<file path="src/rtl/rtc3w_pkg.sv">
package rtc3w_pkg;

  typedef enum logic [1:0] {
    ST_IDLE = 2'd0,
    ST_LOW  = 2'd1,
    ST_HIGH = 2'd2,
    ST_TAIL = 2'd3
  } rtc3w_state_e;

endpackage

</file>
<file path="src/rtl/rtc3w_halftimer.sv">
module rtc3w_halftimer #(
  parameter int HALF_CYC   = 4,
  parameter int SETTLE_CYC = 2
) (
  input  logic clk,
  input  logic rst_n,
  input  logic run,
  input  logic restart,
  output logic half_end,
  output logic settle_hit
);
  localparam int CW = (HALF_CYC > 1) ? $clog2(HALF_CYC) : 1;
  localparam logic [CW-1:0] LAST = CW'(HALF_CYC - 1);
  localparam logic [CW-1:0] SETL = CW'(SETTLE_CYC);

  logic [CW-1:0] cnt;

  assign half_end   = run && (cnt == LAST);
  assign settle_hit = run && (cnt == SETL);

  always_ff @(posedge clk or negedge rst_n) begin
    if (!rst_n) begin
      cnt <= '0;
    end else if (restart || half_end) begin
      cnt <= '0;
    end else if (run) begin
      cnt <= cnt + 1'b1;
    end
  end


  cnt_range_chk: assert property (@(posedge clk) disable iff (!rst_n)
    cnt <= LAST);


  half_wrap_chk: assert property (@(posedge clk) disable iff (!rst_n)
    (half_end && !restart) |=> (cnt == '0));

endmodule

</file>
<file path="src/rtl/rtc3w_rxshift.sv">
module rtc3w_rxshift #(
  parameter int DATA_W = 8
) (
  input  logic              clk,
  input  logic              rst_n,
  input  logic              clear,
  input  logic              sample,
  input  logic              bit_in,
  output logic [DATA_W-1:0] acc
);
  function automatic logic [DATA_W-1:0] shift_in_msb(
    input logic [DATA_W-1:0] cur, input logic b);
    return {b, cur[DATA_W-1:1]};
  endfunction

  always_ff @(posedge clk or negedge rst_n) begin
    if (!rst_n) begin
      acc <= '0;
    end else if (clear) begin
      acc <= '0;
    end else if (sample) begin
      acc <= shift_in_msb(acc, bit_in);
    end
  end


  rx_msb_entry_chk: assert property (@(posedge clk) disable iff (!rst_n)
    (sample && !clear) |=> (acc[DATA_W-1] == $past(bit_in)));

endmodule

</file>
<file path="src/rtl/rtc3w_seq.sv">
module rtc3w_seq
  import rtc3w_pkg::*;
#(
  parameter int DATA_W = 8
) (
  input  logic              clk,
  input  logic              rst_n,
  input  logic              start,
  input  logic              rd_req,
  input  logic [DATA_W-1:0] cmd,
  input  logic [DATA_W-1:0] wr_data,
  input  logic              half_end,
  input  logic              settle_hit,
  input  logic [DATA_W-1:0] rx_acc,
  output logic              start_acc,
  output logic              sample_en,
  output logic              run,
  output logic              busy,
  output logic              done,
  output logic              ce,
  output logic              sclk,
  output logic              dout,
  output logic              oe,
  output logic [DATA_W-1:0] rd_data
);
  localparam int FRAME_BITS = 2 * DATA_W;
  localparam int KW = $clog2(FRAME_BITS);
  localparam logic [KW-1:0] K_LAST = KW'(FRAME_BITS - 1);
  localparam logic [KW-1:0] K_RX   = KW'(DATA_W);

  rtc3w_state_e          state;
  logic [KW-1:0]         bit_k;
  logic [FRAME_BITS-1:0] frame_q;
  logic                  rw_q;
  logic [KW-1:0]         k_nxt;

  function automatic logic in_rx_slot(input logic rd, input logic [KW-1:0] k);
    return rd && (k >= K_RX);
  endfunction

  function automatic logic frame_bit(input logic [FRAME_BITS-1:0] f,
                                     input logic [KW-1:0] k);
    return f[k];
  endfunction

  assign k_nxt     = bit_k + 1'b1;
  assign busy      = (state != ST_IDLE);
  assign run       = busy;
  assign start_acc = (state == ST_IDLE) && start;
  assign sample_en = (state == ST_LOW) && in_rx_slot(rw_q, bit_k) && settle_hit;

  always_ff @(posedge clk or negedge rst_n) begin
    if (!rst_n) begin
      state   <= ST_IDLE;
      bit_k   <= '0;
      frame_q <= '0;
      rw_q    <= 1'b0;
      ce      <= 1'b0;
      sclk    <= 1'b0;
      dout    <= 1'b0;
      oe      <= 1'b1;
      done    <= 1'b0;
      rd_data <= '0;
    end else begin
      done <= 1'b0;
      unique case (state)
        ST_IDLE: begin
          if (start) begin
            frame_q <= {wr_data, cmd};
            rw_q    <= rd_req;
            bit_k   <= '0;
            ce      <= 1'b1;
            sclk    <= 1'b0;
            dout    <= cmd[0];
            oe      <= 1'b1;
            state   <= ST_LOW;
          end
        end
        ST_LOW: begin
          if (half_end) begin
            sclk  <= 1'b1;
            state <= ST_HIGH;
          end
        end
        ST_HIGH: begin
          if (half_end) begin
            sclk <= 1'b0;
            if (bit_k == K_LAST) begin
              dout  <= 1'b0;
              oe    <= 1'b1;
              state <= ST_TAIL;
            end else begin
              bit_k <= k_nxt;
              oe    <= !in_rx_slot(rw_q, k_nxt);
              dout  <= in_rx_slot(rw_q, k_nxt) ? 1'b0 : frame_bit(frame_q, k_nxt);
              state <= ST_LOW;
            end
          end
        end
        ST_TAIL: begin
          if (half_end) begin
            ce    <= 1'b0;
            done  <= 1'b1;
            state <= ST_IDLE;
            if (rw_q) rd_data <= rx_acc;
          end
        end
        default: state <= ST_IDLE;
      endcase
    end
  end


  idle_pins_chk: assert property (@(posedge clk) disable iff (!rst_n)
    (state == ST_IDLE) |-> (!ce && !sclk && !dout && oe));


  frame_hold_chk: assert property (@(posedge clk) disable iff (!rst_n)
    busy |=> (!busy || $stable(frame_q)));


  bit_hold_chk: assert property (@(posedge clk) disable iff (!rst_n)
    (sclk && $past(sclk)) |-> $stable(dout));


  oe_release_chk: assert property (@(posedge clk) disable iff (!rst_n)
    ($fell(sclk) && (state == ST_LOW) && rw_q && (bit_k >= K_RX)) |-> !oe);


  oe_rx_chk: assert property (@(posedge clk) disable iff (!rst_n)
    sample_en |-> !oe);


  done_one_pulse_chk: assert property (@(posedge clk) disable iff (!rst_n)
    done |=> !done);


  done_ce_drop_chk: assert property (@(posedge clk) disable iff (!rst_n)
    done |-> (!ce && $past(ce) && oe));


  rdata_hold_chk: assert property (@(posedge clk) disable iff (!rst_n)
    !done |-> $stable(rd_data));

endmodule

</file>
<file path="src/rtl/rtc3w_master.sv">
module rtc3w_master #(
  parameter int DATA_W     = 8,
  parameter int HALF_CYC   = 4,
  parameter int SETTLE_CYC = 2
) (
  input  logic              clk,
  input  logic              rst_n,
  input  logic              start,
  input  logic              rd_req,
  input  logic [DATA_W-1:0] cmd,
  input  logic [DATA_W-1:0] wr_data,
  output logic [DATA_W-1:0] rd_data,
  output logic              done,
  output logic              busy,
  output logic              ce,
  output logic              sclk,
  output logic              dio_out,
  output logic              dio_oe,
  input  logic              dio_in
);
  logic              half_end;
  logic              settle_hit;
  logic              start_acc;
  logic              sample_en;
  logic              run;
  logic [DATA_W-1:0] rx_acc;

  rtc3w_halftimer #(
    .HALF_CYC  (HALF_CYC),
    .SETTLE_CYC(SETTLE_CYC)
  ) timer_i (
    .clk       (clk),
    .rst_n     (rst_n),
    .run       (run),
    .restart   (start_acc),
    .half_end  (half_end),
    .settle_hit(settle_hit)
  );

  rtc3w_rxshift #(
    .DATA_W(DATA_W)
  ) rx_i (
    .clk   (clk),
    .rst_n (rst_n),
    .clear (start_acc),
    .sample(sample_en),
    .bit_in(dio_in),
    .acc   (rx_acc)
  );

  rtc3w_seq #(
    .DATA_W(DATA_W)
  ) seq_i (
    .clk       (clk),
    .rst_n     (rst_n),
    .start     (start),
    .rd_req    (rd_req),
    .cmd       (cmd),
    .wr_data   (wr_data),
    .half_end  (half_end),
    .settle_hit(settle_hit),
    .rx_acc    (rx_acc),
    .start_acc (start_acc),
    .sample_en (sample_en),
    .run       (run),
    .busy      (busy),
    .done      (done),
    .ce        (ce),
    .sclk      (sclk),
    .dout      (dio_out),
    .oe        (dio_oe),
    .rd_data   (rd_data)
  );


  ce_sclk_chk: assert property (@(posedge clk) disable iff (!rst_n)
    !ce |-> !sclk);


  start_take_chk: assert property (@(posedge clk) disable iff (!rst_n)
    (start && !busy) |=> (busy && ce && !sclk));

endmodule

</file>
<file path="config.mk">
export PLATFORM = sky130hd
export DESIGN_NAME = rtc3w_master
export DESIGN_NICKNAME = d
export VERILOG_FILES = /design/src/rtl/rtc3w_pkg.sv /design/src/rtl/rtc3w_halftimer.sv /design/src/rtl/rtc3w_rxshift.sv /design/src/rtl/rtc3w_seq.sv /design/src/rtl/rtc3w_master.sv
export SDC_FILE = /design/constraint.sdc
export NUM_CORES = 1
export LEC_CHECK = 0
export ABC_CLOCK_PERIOD_IN_PS = 2400
export BUFFER_PORTS_ARGS = -buffer_cell sky130_fd_sc_hd__buf_2
export CORE_ASPECT_RATIO = 1.2
export CORE_MARGIN = 5
export CORE_UTILIZATION = 43
export CTS_CLUSTER_SIZE = 30
export DETAILED_ROUTE_END_ITERATION = 6
export SLEW_MARGIN = 25
export SYNTH_ARGS = -nofsm -noshare
export SYNTH_HDL_FRONTEND = slang
export SYNTH_SLANG_ARGS = --single-unit
</file>
<file path="constraint.sdc">
create_clock -name clk -period 2.4 [get_ports clk]
set_input_delay 0.12 -clock clk [delete_from_list [all_inputs] [get_ports clk]]
set_output_delay 0.12 -clock clk [all_outputs]
set_load 0.005 [all_outputs]
</file>
# After elaboration in Yosys (flattened, before gate mapping)
# Index checks and enable logic that the tools add are counted.
# word_totals
mem_bits_rw	0
n_memories	0
regBits	46
romBits	0
latchBits	0
out_inout_bits	14
wordCells	83
input_bits	21
# classes
eq_ne	11
n_reduce_logical	23
muxes	32
magnitude_cmp	3
n_mul	0
shifts	0
addsub	2
div	0
bitwise	0
# op_table
operator	count
$mux W8	2
$mux W2	7
$mux W1	13
$mux W4	3
$reduce_and A4 Y1	3
$ne A2 B2 Y1 const B	5
$reduce_bool A2 Y1	5
$reduce_and A3 Y1	3
$eq A2 B2 Y1 const B	4
$ge A4 B4 Y1 const B	2
$pmux W2 S4	1
$pmux W4 S2	1
$logic_and A1 B1 Y1	7
$pmux W1 S2	3
$lt A4 B5 Y1 const B	1
$add A4 B1 Y4 const B	1
$bmux W1 S4	1
$eq A4 B4 Y1 const B	1
$pmux W1 S3	1
$reduce_bool A3 Y1	1
$add A2 B1 Y2 const B	1
$eq A2 B1 Y1 const B	1
$logic_not A2 Y1	1
$reduce_and A2 Y1	1
2 further kinds	2

# Depth between registers and ports, before layout
# Gate-level depths: netlist of the first run.
# logic_depth
ltp_word	7
ltp_mapped	7
ltp_nobuf	6

# Modules after synthesis
# A second synthesis of the first run with hierarchy kept.
# hier_totals
cells_unflattened	163
area_unflattened_um2	2100.8
# by_module_without_submodules
mod	instances	area_each_um2	seq_area_each_um2	cells_each
rtc3w_seq	1	1644.1	902.1	125
rtc3w_rxshift	1	325.3	200.2	26
rtc3w_halftimer	1	131.4	50.0	12

# Worst setup path after synthesis of the first run
# No wires, ideal clock.
# synth_path
kind	register to register
from	register seq_i.state[0]
to	register seq_i.frame_q[10]
period_less_slack_ps	1783
path_stages_with_launch	7
setup_slack_ps	617
t_required_ps	2275
path_buffers	2
setup_time_ps	125
t_arrival_ps	1658
path_cell_list	dfrtp_1 -> clkbuf_1 -> nor2_1 -> inv_1 -> nor2_2 -> buf_4 -> mux2_2
# synth_via
elab_chain_len	2
# synth_rtl
item	line_no	text
start: declaration	rtc3w_seq.sv:31	rtc3w_state_e state;
start signal: assignment	rtc3w_seq.sv:54	state <= ST_IDLE;
start signal: assignment	rtc3w_seq.sv:76	state <= ST_LOW;
start signal: assignment	rtc3w_seq.sv:82	state <= ST_HIGH;
$logic_not A2 Y1	rtc3w_seq.sv:66	unique case (state)
$reduce_and A2 Y1 (no source line)	n/a	
end signal: assignment	rtc3w_seq.sv:69	frame_q <= {wr_data, cmd};
end: declaration	rtc3w_seq.sv:33	logic [FRAME_BITS-1:0] frame_q;
# No other way between the ends.
# A chain may end at the register's enable or synchronous reset.

# Worst setup path after layout of the first run
# layout_path
from	register timer_i.cnt[0]
to	register seq_i.dout
# layout_via
elab_chain_len	4
# layout_rtl
item	line_no	text
start: declaration	rtc3w_halftimer.sv:16	logic [CW-1:0] cnt;
start signal: assignment	rtc3w_halftimer.sv:27	cnt <= cnt + 1'b1;
$eq A2 B2 Y1	rtc3w_halftimer.sv:18	assign half_end = run && (cnt == LAST);
$logic_and A1 B1 Y1	rtc3w_halftimer.sv:18	
$ne A2 B2 Y1 (no source line)	n/a	
$reduce_and A3 Y1 (no source line)	n/a	
end signal: assignment	rtc3w_seq.sv:74	dout <= cmd[0];
end signal: assignment	rtc3w_seq.sv:95	dout <= in_rx_slot(rw_q, k_nxt) ? 1'b0 : frame_bit(frame_q, k_nxt);
end: declaration	rtc3w_seq.sv:22	output logic dout,
# No other way between the ends.

==> metrics.md, run 1 <==
| Metric | Value |
|---|---|
| Placed Cells | `252` |
| Lkg Pwr | `1.13 nW` |
| Syn_nets | `187` |
| Fin area | `2370 µm²` |
| CTS tree | `yes` |
| Mapped Cells | `163` |
| Worst EP arrival | `2.12 ns` |
| Post-synth ARST share | `1.00` |
| Finish-stage setup viols | `0` |
| Mean post-synth cell area | `12.6 µm²` |
| Crit Path Max Fanout | `8` |
| Fmax | `527 MHz` |
| Die Span Y | `85.6 µm` |
| Layout area overhead | `15.9%` |
| Layout Nets | `226` |
| Initial antenna violation count | `0` |
| Switch share | `0.215` |
| Multi-input logic area | `843 µm²` |
| Post-synth EDFFs | `0` |
| Minimum clock period | `1.90 ns` |
| GRT Resource Usage Total | `0.132` |
| Status | `finished clean` |
| DIE AREA | `6250 µm²` |
| Worst-Skew Late Latency | `0.29 ns` |
| Dpl hpwl | `2.66 mm` |
| Wire per inst | `14.1 µm` |
| CTS Sinks | `46` |
| Total CTS buffers | `5` |
| 1st-iter DRT viols | `37` |
| Share of cells above drive strength 1 | `0.365` |
| Vias post-DR | `1335` |
| Largest net degree at the start of global routing | `47` |
| Fillcell total | `443` |
| CP Data Required Time | `2.62 ns` |
| Worst vdd ir | `0.366 mV` |
| Worst Hold Class | `primary input to register` |
| MaxCap Viol Count | `0` |
| Psw | `283 µW` |
| Internal Power | `1.03 mW` |
| Synth warnings | `0` |
| Clk pwr share | `0.338` |
| Most frequent cells in the layout | `45 x dfrtp_1, 33 x buf_2, 26 x mux2_2` |
| Netlist cell types | `30` |
| Pwr/cell area | `555 nW/µm²` |
| Final Non-Filler Cells | `261` |
| Utilization after layout | `0.516` |
| RSZ-0062 raised after global routing | `no` |
| Commonest non-fill, non-tap cell in the layout | `dfrtp_1` |
| Endpoint class of the critical path | `register` |
| DRT antenna net count | `0` |
| I/O Pins | `35` |
| Register area | `1150 µm²` |
| Post-Route WL | `3.68 mm` |
| Vias in the first global route | `1466` |
| Reg2Reg Setup Slack | `0.50 ns` |
| Worst hold margin | `0.0594 ns` |
| Placed Area | `2280 µm²` |
| IO buf count | `34` |
| Seq pwr share | `0.615` |
| CTS Buffer Depth | `2` |
| Starting Density | `0.446` |
| Clk slew on worst S/H paths | `0.08 ns` |
| Final period util | `0.791` |
| Routability Congestion | `0.789` |
| Endpoints failing hold | `0` |
| Residual DRC | `0` |
| Total power | `1.32 mW` |
| Global-route wire length before repair | `6.54 mm` |
| Sum of negative setup slack | `0 ns` |
| Logic pwr share | `0.047` |
| Drt pass-1 iters | `4` |
| Critical path class | `register to register` |
| Setup WS post-layout | `0.501 ns` |
| Main flop type after synthesis | `dfrtp_1` |
| CP Launch Type | `register` |
| Antenna fix cells | `0` |
| Final Slew Violations | `0` |
| Mapped cell area | `2050 µm²` |
| CTS root buf | `clkbuf_8` |
| Via/cell ratio | `5.11` |
| Synth Register Bits | `46` |
| Core Area | `4590 µm²` |
| Max H-tree Level | `2` |
| Pre-CTS setup slack | `0.532 ns` |
| Total grt overflow | `0` |
| Clk_skew | `0.00717 ns` |
| Sequential share of the synthesized area | `0.563` |
| Std cell rows | `27` |
| Number of setup buffers added after CTS | `0` |
| Die W | `73.0 µm` |
| Slew margin rel. | `0.613` |
| Worst slew pin tran | `0.581 ns` |
[registers in the layout, summed over array words and instances, names as in the netlist]
signal,flops
seq_i.ce,1
seq_i.done,1
seq_i.state,2
seq_i.dout,1
seq_i.bit_k,4
timer_i.cnt,2
seq_i.rd_data,8
seq_i.oe,1
seq_i.rw_q,1
rx_i.acc,8
seq_i.sclk,1
seq_i.frame_q,16
[metal layers]
metal  wire, µm  track usage
met2       1860        0.225
met1       1610        0.162
met5          0            0
met3        152       0.0363
met4         45       0.0403
[power by group through the flow]
stage | sequential (mW) | clock [mW] | combinational, mW
finish | 0.809 | 0.445 | 0.0621
global route | 0.813 | 0.496 | 0.0720
CTS | 0.810 | 0.464 | 0.0627
detailed placement | 0.825 | 0 | 0.0626
global placement | 0.824 | 0 | 0.0596
floorplan | 0.820 | 0 | 0.0261
[path summary, 6_finish.rpt]
path,start,to,depth (start not counted)
worst max-delay path,timer_i.cnt[0],seq_i.dout,6
worst min-delay path,wr_data[6],seq_i.frame_q[14],2
worst max register to register,timer_i.cnt[0],seq_i.dout,6
worst min register to register,seq_i.frame_q[10],seq_i.frame_q[10],1
max in group asynchronous,rst_n,seq_i.frame_q[2],2
min in group asynchronous,rst_n,seq_i.ce,2
[cell families after synthesis]
logic type,count (synthesis),share of synthesized area
AOI/OAI and AO/OA,25,0.0740
xor gates and xnor gates,2,0.0122
adders and majority gates,3,0.0183
buffers and inverters,11,0.0251
DFF,46,0.563
muxes,40,0.219
and+or+nand+nor,36,0.0880
[critical path, cell delays in order (launching register included)]
cell and delay (ns):
dfrtp_1 0.39, ha_1 0.30, mux2i_1 0.13, nor2_1 0.29, nand3_1 0.14, or4b_1 0.51, nand3_1 0.08
[area by class of cell]
| type | instances | share of cell area |
|---|---|---|
| Sequential cell | 46 | 0.486 |
| Multi-Input combinational cell | 106 | 0.355 |
| Clock buffer | 7 | 0.0322 |
| Inverter | 6 | 0.00949 |
| Tap cell | 58 | 0.0306 |
| Timing Repair Buffer | 37 | 0.0833 |
| Clock inverter | 1 | 0.00316 |
[cell usage after synthesis (3+ instances only)]
library cell | instances | share of area
inv_1 | 6 | 0.011
nor2b_1 | 4 | 0.012
nor2_1 | 13 | 0.024
a21oi_1 | 7 | 0.017
dfrtp_1 | 45 | 0.55
nand2_1 | 4 | 0.0073
mux2i_1 | 13 | 0.064
mux2_2 | 26 | 0.14
o21ai_0 | 8 | 0.020
ha_1 | 3 | 0.018
nand3_1 | 6 | 0.015
[timing repair]
action,4_1_cts,5_1_grt
endpoints found under the hold margin,0,45
resized for setup,0,0
setup endpoints to repair,0,0
hold buffers,0,1
No activity file was read; power rests on OpenSTA's default activity.
==> inputs of run 2 (changes only) <==
Settings changed: ABC_CLOCK_PERIOD_IN_PS 2400 to 1700, PLACE_DENSITY from default to 0.66.
Clock period 2.4 ns to 1.7 ns, I/O delays scaled along.
==> run 2 against run 1 <==
Net effect: combinational power is 49% higher; sequential power rose by 41%; global-route usage grew 0.48 points; power rose by 44%; fmax increased by 14%.
==> metrics.md, run 2 (synthesis results as in run 1) <==
| Metric | Value |
|---|---|
| Placed Cells | `263` |
| Worst hold margin | `0.0239 ns` |
| Layout area overhead | `23.5%` |
| Wire per inst | `14.6 µm` |
| CP Data Required Time | `1.93 ns` |
| Share of cells above drive strength 1 | `0.421` |
| Fin area | `2530 µm²` |
| Global-route wire length before repair | `6.60 mm` |
| Lkg Pwr | `1.20 nW` |
| Pwr/cell area | `751 nW/µm²` |
| Sum of negative setup slack | `0 ns` |
| Drt pass-1 iters | `4` |
| Total power | `1.90 mW` |
| 1st-iter DRT viols | `37` |
| I/O Pins | `35` |
| Clk_skew | `0.00335 ns` |
| Final period util | `0.982` |
| R2R depth | `6` |
| Total CTS buffers | `5` |
| Die Span Y | `85.6 µm` |
| CTS root buf | `clkbuf_8` |
| MaxCap Viol Count | `0` |
| Core Area | `4590 µm²` |
| CTS tree | `yes` |
| CP Launch Type | `register` |
| Initial antenna violation count | `0` |
| DIE AREA | `6250 µm²` |
| Setup WS post-layout | `0.0300 ns` |
| Clk slew on worst S/H paths | `0.08 ns` |
| Vias post-DR | `1392` |
| Max reg flops | `16` |
| Final Non-Filler Cells | `274` |
| Finish-stage setup viols | `0` |
| Worst Hold Class | `primary input to register` |
| Routability Congestion | `0.772` |
| Hold Path Depth | `2` |
| Worst path max stage delay | `0.49 ns` |
| RSZ-0062 raised after global routing | `yes` |
| Status | `finished clean` |
| CP delay by family, top | `simple AND/OR/NAND/NOR gates` |
| Critical path class | `register to register` |
| Utilization after layout | `0.550` |
| Most frequent cells in the layout | `45 x dfrtp_1, 34 x buf_2, 26 x mux2_2` |
| Crit-path slowest cell | `or4b_1` |
| Crit-path cells | `ha_4 > xor2_4 > mux4_2 > a21oi_1 > or4b_1 > nand3_1` |
| Dpl hpwl | `3.00 mm` |
| Worst path bufs/invs | `0` |
| Endpoints failing hold | `0` |
| Endpoint class of the critical path | `register` |
| Commonest non-fill, non-tap cell in the layout | `dfrtp_1` |
| Slew margin rel. | `0.641` |
| Stages on the worst setup path | `6` |
| Die W | `73.0 µm` |
| Vias in the first global route | `1463` |
| IO buf count | `34` |
| Minimum clock period | `1.67 ns` |
| Total grt overflow | `0` |
| Layout Nets | `239` |
| Worst EP arrival | `1.90 ns` |
| Fmax | `599 MHz` |
| Max H-tree Level | `2` |
| Largest net degree at the start of global routing | `27` |
| Final Slew Violations | `0` |
| Post-Route WL | `3.99 mm` |
| DRT antenna net count | `0` |
| Biggest regs | `seq_i.frame_q (16), rx_i.acc (8), seq_i.rd_data (8)` |
| Crit Path Max Fanout | `4` |
| Residual DRC | `0` |
| CTS Buffer Depth | `2` |
| Antenna fix cells | `0` |
| GRT Resource Usage Total | `0.137` |
| Starting Density | `0.446` |
| Worst slew pin tran | `0.538 ns` |
| Placed Area | `2390 µm²` |
| Worst-Skew Late Latency | `0.29 ns` |
| Biggest register | `seq_i.frame_q` |
| CTS Sinks | `46` |
| Std cell rows | `27` |
| Via/cell ratio | `5.08` |
| Worst vdd ir | `0.547 mV` |
| Pre-CTS setup slack | `0.0328 ns` |
==> run 2: cell count changes in the layout (fill, tap and decap cells not counted), sizes merged <==
cell,delta
buf,+13
clkinv,+1
clkinvlp,-1
==> run 2: power breakdown <==
| group | leakage, nW | total [mW] | internal, mW | switching (mW) |
|---|---|---|---|---|
| sequential | 0.578 | 1.14 | 1.12 | 0.0195 |
| combinational | 0.571 | 0.0924 | 0.0493 | 0.0432 |
| clock | 0.0482 | 0.663 | 0.328 | 0.335 |
==> run 2: timing repair <==
item	4_1_cts	5_1_grt
hold endpoints to repair	21	0
setup buffers	0	2
hold buffers	1	0
resized for setup	0	5
setup endpoints to repair	0	9
==> run 2: routing by layer <==
layer  wire length, µm  up-vias  part of all wire  global-route usage
li1                  -      679                 -                   -
met1              1610      681              0.40               0.151
met2              2170       30              0.54               0.246
met3               179        2             0.045              0.0352
met4                28        0            0.0070              0.0537
met5                 0        -                 0                   0
==> run 2: final timing paths <==
path	from	to	slack, ns
max	seq_i.bit_k[1]	seq_i.dout	0.03
min	wr_data[0]	seq_i.frame_q[8]	0.02
max reg2reg	seq_i.bit_k[1]	seq_i.dout	0.03
min reg2reg	seq_i.rd_data[1]	seq_i.rd_data[1]	0.51
max in group asynchronous	rst_n	seq_i.oe	0.81
min in group asynchronous	rst_n	seq_i.ce	0.31
==> run 2: layout make-up <==
type / instances / area, µm²
Tap cell: 58 / 72.6
Clock buffer: 7 / 86.3
Inverter: 6 / 22.5
Fill cell: 429 / 2070
Clock inverter: 1 / 5.00
Timing Repair Buffer: 50 / 318
Sequential cell: 46 / 1150
Multi-Input combinational cell: 106 / 871
==> inputs of run 3 (changes only) <==
Settings changed: GPL_TIMING_DRIVEN from default to 0.
==> run 3 against run 2 <==
Net effect: the run now ends with setup timing left; hold slack lost 0.0040 ns; flip-flop and latch count is the same; global-route usage shrank 0.62 points; routed wire length shrank 4.3%; setup slack lost 0.032 ns; final area grew 0.30%; core utilization grew 0.16 points; first-iteration DRC count grew 14%; final cell count shrank 1.1%; clock-buffer cell count grew 1; power grew 0.31%; sequential share of layout area shrank 0.14 points; critical endpoint unchanged; highest routed layer unchanged.
==> metrics.md, run 3 (synthesis results as in run 1) <==
| Metric | Value |
|---|---|
| Total grt overflow | `0` |
| Worst r2r src | `seq_i.bit_k[0]` |
| Biggest register | `seq_i.frame_q` |
| Largest net degree at the start of global routing | `47` |
| Biggest regs | `seq_i.frame_q (16), rx_i.acc (8), seq_i.rd_data (8)` |
| Layout area overhead | `23.8%` |
| Final Slew Violations | `0` |
| I/O Pins | `35` |
| Register area | `1150 µm²` |
| Final Non-Filler Cells | `271` |
| Hold Path Depth | `2` |
| Post-Route WL | `3.82 mm` |
| Critical path class | `register to register` |
| Fmax | `588 MHz` |
| Finish-stage setup viols | `1` |
| Fillcell total | `432` |
| Initial antenna violation count | `0` |
| Layout Nets | `236` |
| Worst hold endpoint | `seq_i.frame_q[2]` |
| Lkg Pwr | `1.18 nW` |
| Crit Path Max Fanout | `3` |
| CTS root buf | `clkbuf_8` |
| Vias in the first global route | `1432` |
| Wire per inst | `14.1 µm` |
| Clk slew on worst S/H paths | `0.08 ns` |
| Worst hold margin | `0.0200 ns` |
| Internal Power | `1.50 mW` |
| HP Start | `cmd[2]` |
| Residual DRC | `0` |
| DIE AREA | `6250 µm²` |
| Drt pass-1 iters | `4` |
| Endpoints failing hold | `0` |
| CP Launch Type | `register` |
| Pre-CTS setup slack | `-0.239 ns` |
| Slew margin rel. | `0.609` |
| CTS Sinks | `46` |
| Share of cells above drive strength 1 | `0.441` |
| Logic pwr share | `0.047` |
| Clk_skew | `0.00749 ns` |
| Worst-Skew Late Latency | `0.29 ns` |
| Max H-tree Level | `2` |
| Die W | `73.0 µm` |
| Endpoint class of the critical path | `register` |
| Pwr/cell area | `751 nW/µm²` |
| Final period util | `1.00` |
| Via/cell ratio | `5.06` |
| Worst Hold Class | `primary input to register` |
| CTS tree | `yes` |
| Worst slew pin tran | `0.586 ns` |
| Seq pwr share | `0.600` |
| R2R depth | `6` |
| Switch share | `0.212` |
| Die Span Y | `85.6 µm` |
| GRT Resource Usage Total | `0.131` |
| CTS Buffer Depth | `2` |
| CP Data Required Time | `1.93 ns` |
| Reg2Reg Setup Slack | `-0.002 ns` |
| Std cell rows | `27` |
| Total CTS buffers | `5` |
| Worst vdd ir | `0.498 mV` |
| Dpl hpwl | `2.58 mm` |
| Commonest non-fill, non-tap cell in the layout | `dfrtp_1` |
| Placed Cells | `255` |
| Core Area | `4590 µm²` |
| Setup WS post-layout | `-0.00169 ns` |
| 1st-iter DRT viols | `42` |
| Minimum clock period | `1.70 ns` |
| Most frequent cells in the layout | `45 x dfrtp_1, 34 x buf_2, 26 x mux2_2` |
| R2R Path End | `seq_i.dout` |
| Vias post-DR | `1372` |
| Starting Density | `0.446` |
| MaxCap Viol Count | `0` |
| IO buf count | `34` |
| Status | `finished, violations left` |
| Antenna fix cells | `0` |
| Failing checks | `setup timing` |
| Routability Congestion | `0.775` |
| Clk pwr share | `0.354` |
| Multi-input logic area | `923 µm²` |
| Max reg flops | `16` |
| Global-route wire length before repair | `6.48 mm` |
| Psw | `403 µW` |
| Worst EP arrival | `1.93 ns` |
| RSZ-0062 raised after global routing | `yes` |
| DRT antenna net count | `0` |
==> run 3: changes by cell type in the layout (fill, tap and decap cells not counted), moves of 2 or more <==
cell	before	now
a21oi_1	7	5
buf_12	2	0
buf_4	13	11
nor2_1	13	11
==> run 3: power by group through the flow <==
stage          Clock [mW]  Combinational (mW)  Sequential (mW)
2_1_floorplan           0              0.0373             1.16
3_3_place_gp            0              0.0855             1.16
3_5_place_dp            0              0.0873             1.16
4_1_cts             0.695              0.0898             1.14
5_1_grt             0.746               0.102             1.15
6_report            0.673              0.0893             1.14
==> run 3: repair_timing <==
action / 4_1_cts / 5_1_grt
cloned: 0 / 0
resized for setup: 6 / 12
buffers inserted: 8 / 0
hold buffers: 1 / 0
setup endpoints to repair: 27 / 36
hold endpoints to repair: 19 / 0
pin swaps: 4 / 0
==> run 3: how the worst max path moves through the flow <==
stage	to	cells past startpoint	slack, ns	startpoint
after floorplan	seq_i.frame_q[10]	6	0.001	seq_i.state[0]
after global placement	seq_i.dout	6	-0.23	timer_i.cnt[0]
after detailed placement	seq_i.frame_q[15]	6	-0.24	seq_i.state[0]
after CTS	seq_i.dout	6	-0.006	seq_i.bit_k[0]
after global routing	seq_i.dout	6	-0.07	seq_i.bit_k[0]
final	seq_i.dout	6	-0.002	seq_i.bit_k[0]
==> run 3: worst max-delay path: stages, from the launching register on <==
cell and delay [ns]:
dfrtp_1 0.43, ha_4 0.20, xor2_4 0.16, mux4_1 0.25
a21oi_2 0.06, or4b_1 0.47, nand3_1 0.08
==> run 3: layout make-up <==
class / instances / area share
multi-input cells: 106 / 0.364
clock buffers: 8 / 0.0355
repair buffers: 43 / 0.0972
flip-flops and latches: 46 / 0.455
inverters: 6 / 0.00888
well taps: 58 / 0.0286
plain buffers: 4 / 0.0109
==> run 3: per-layer routing <==
metal | vias up | global-route usage | part of all wire
li1 | 682 | - | -
met1 | 661 | 0.162 | 0.45
met2 | 25 | 0.219 | 0.49
met3 | 4 | 0.0399 | 0.046
met4 | 0 | 0.0352 | 0.012
met5 | - | 0 | 0
==> run 3: stage by stage <==
stage	setup TNS [ns]	area (µm²)	util	power, mW
after CTS	-0.00560	2480	0.539	1.93
after global placement	-2.50	2290	0.499	1.25
after detailed placement	-3.08	2290	0.499	1.25
final	-0.00169	2530	0.552	1.90
after floorplan	0	2050	-	1.19
after global routing	-0.0860	2530	0.552	1.99
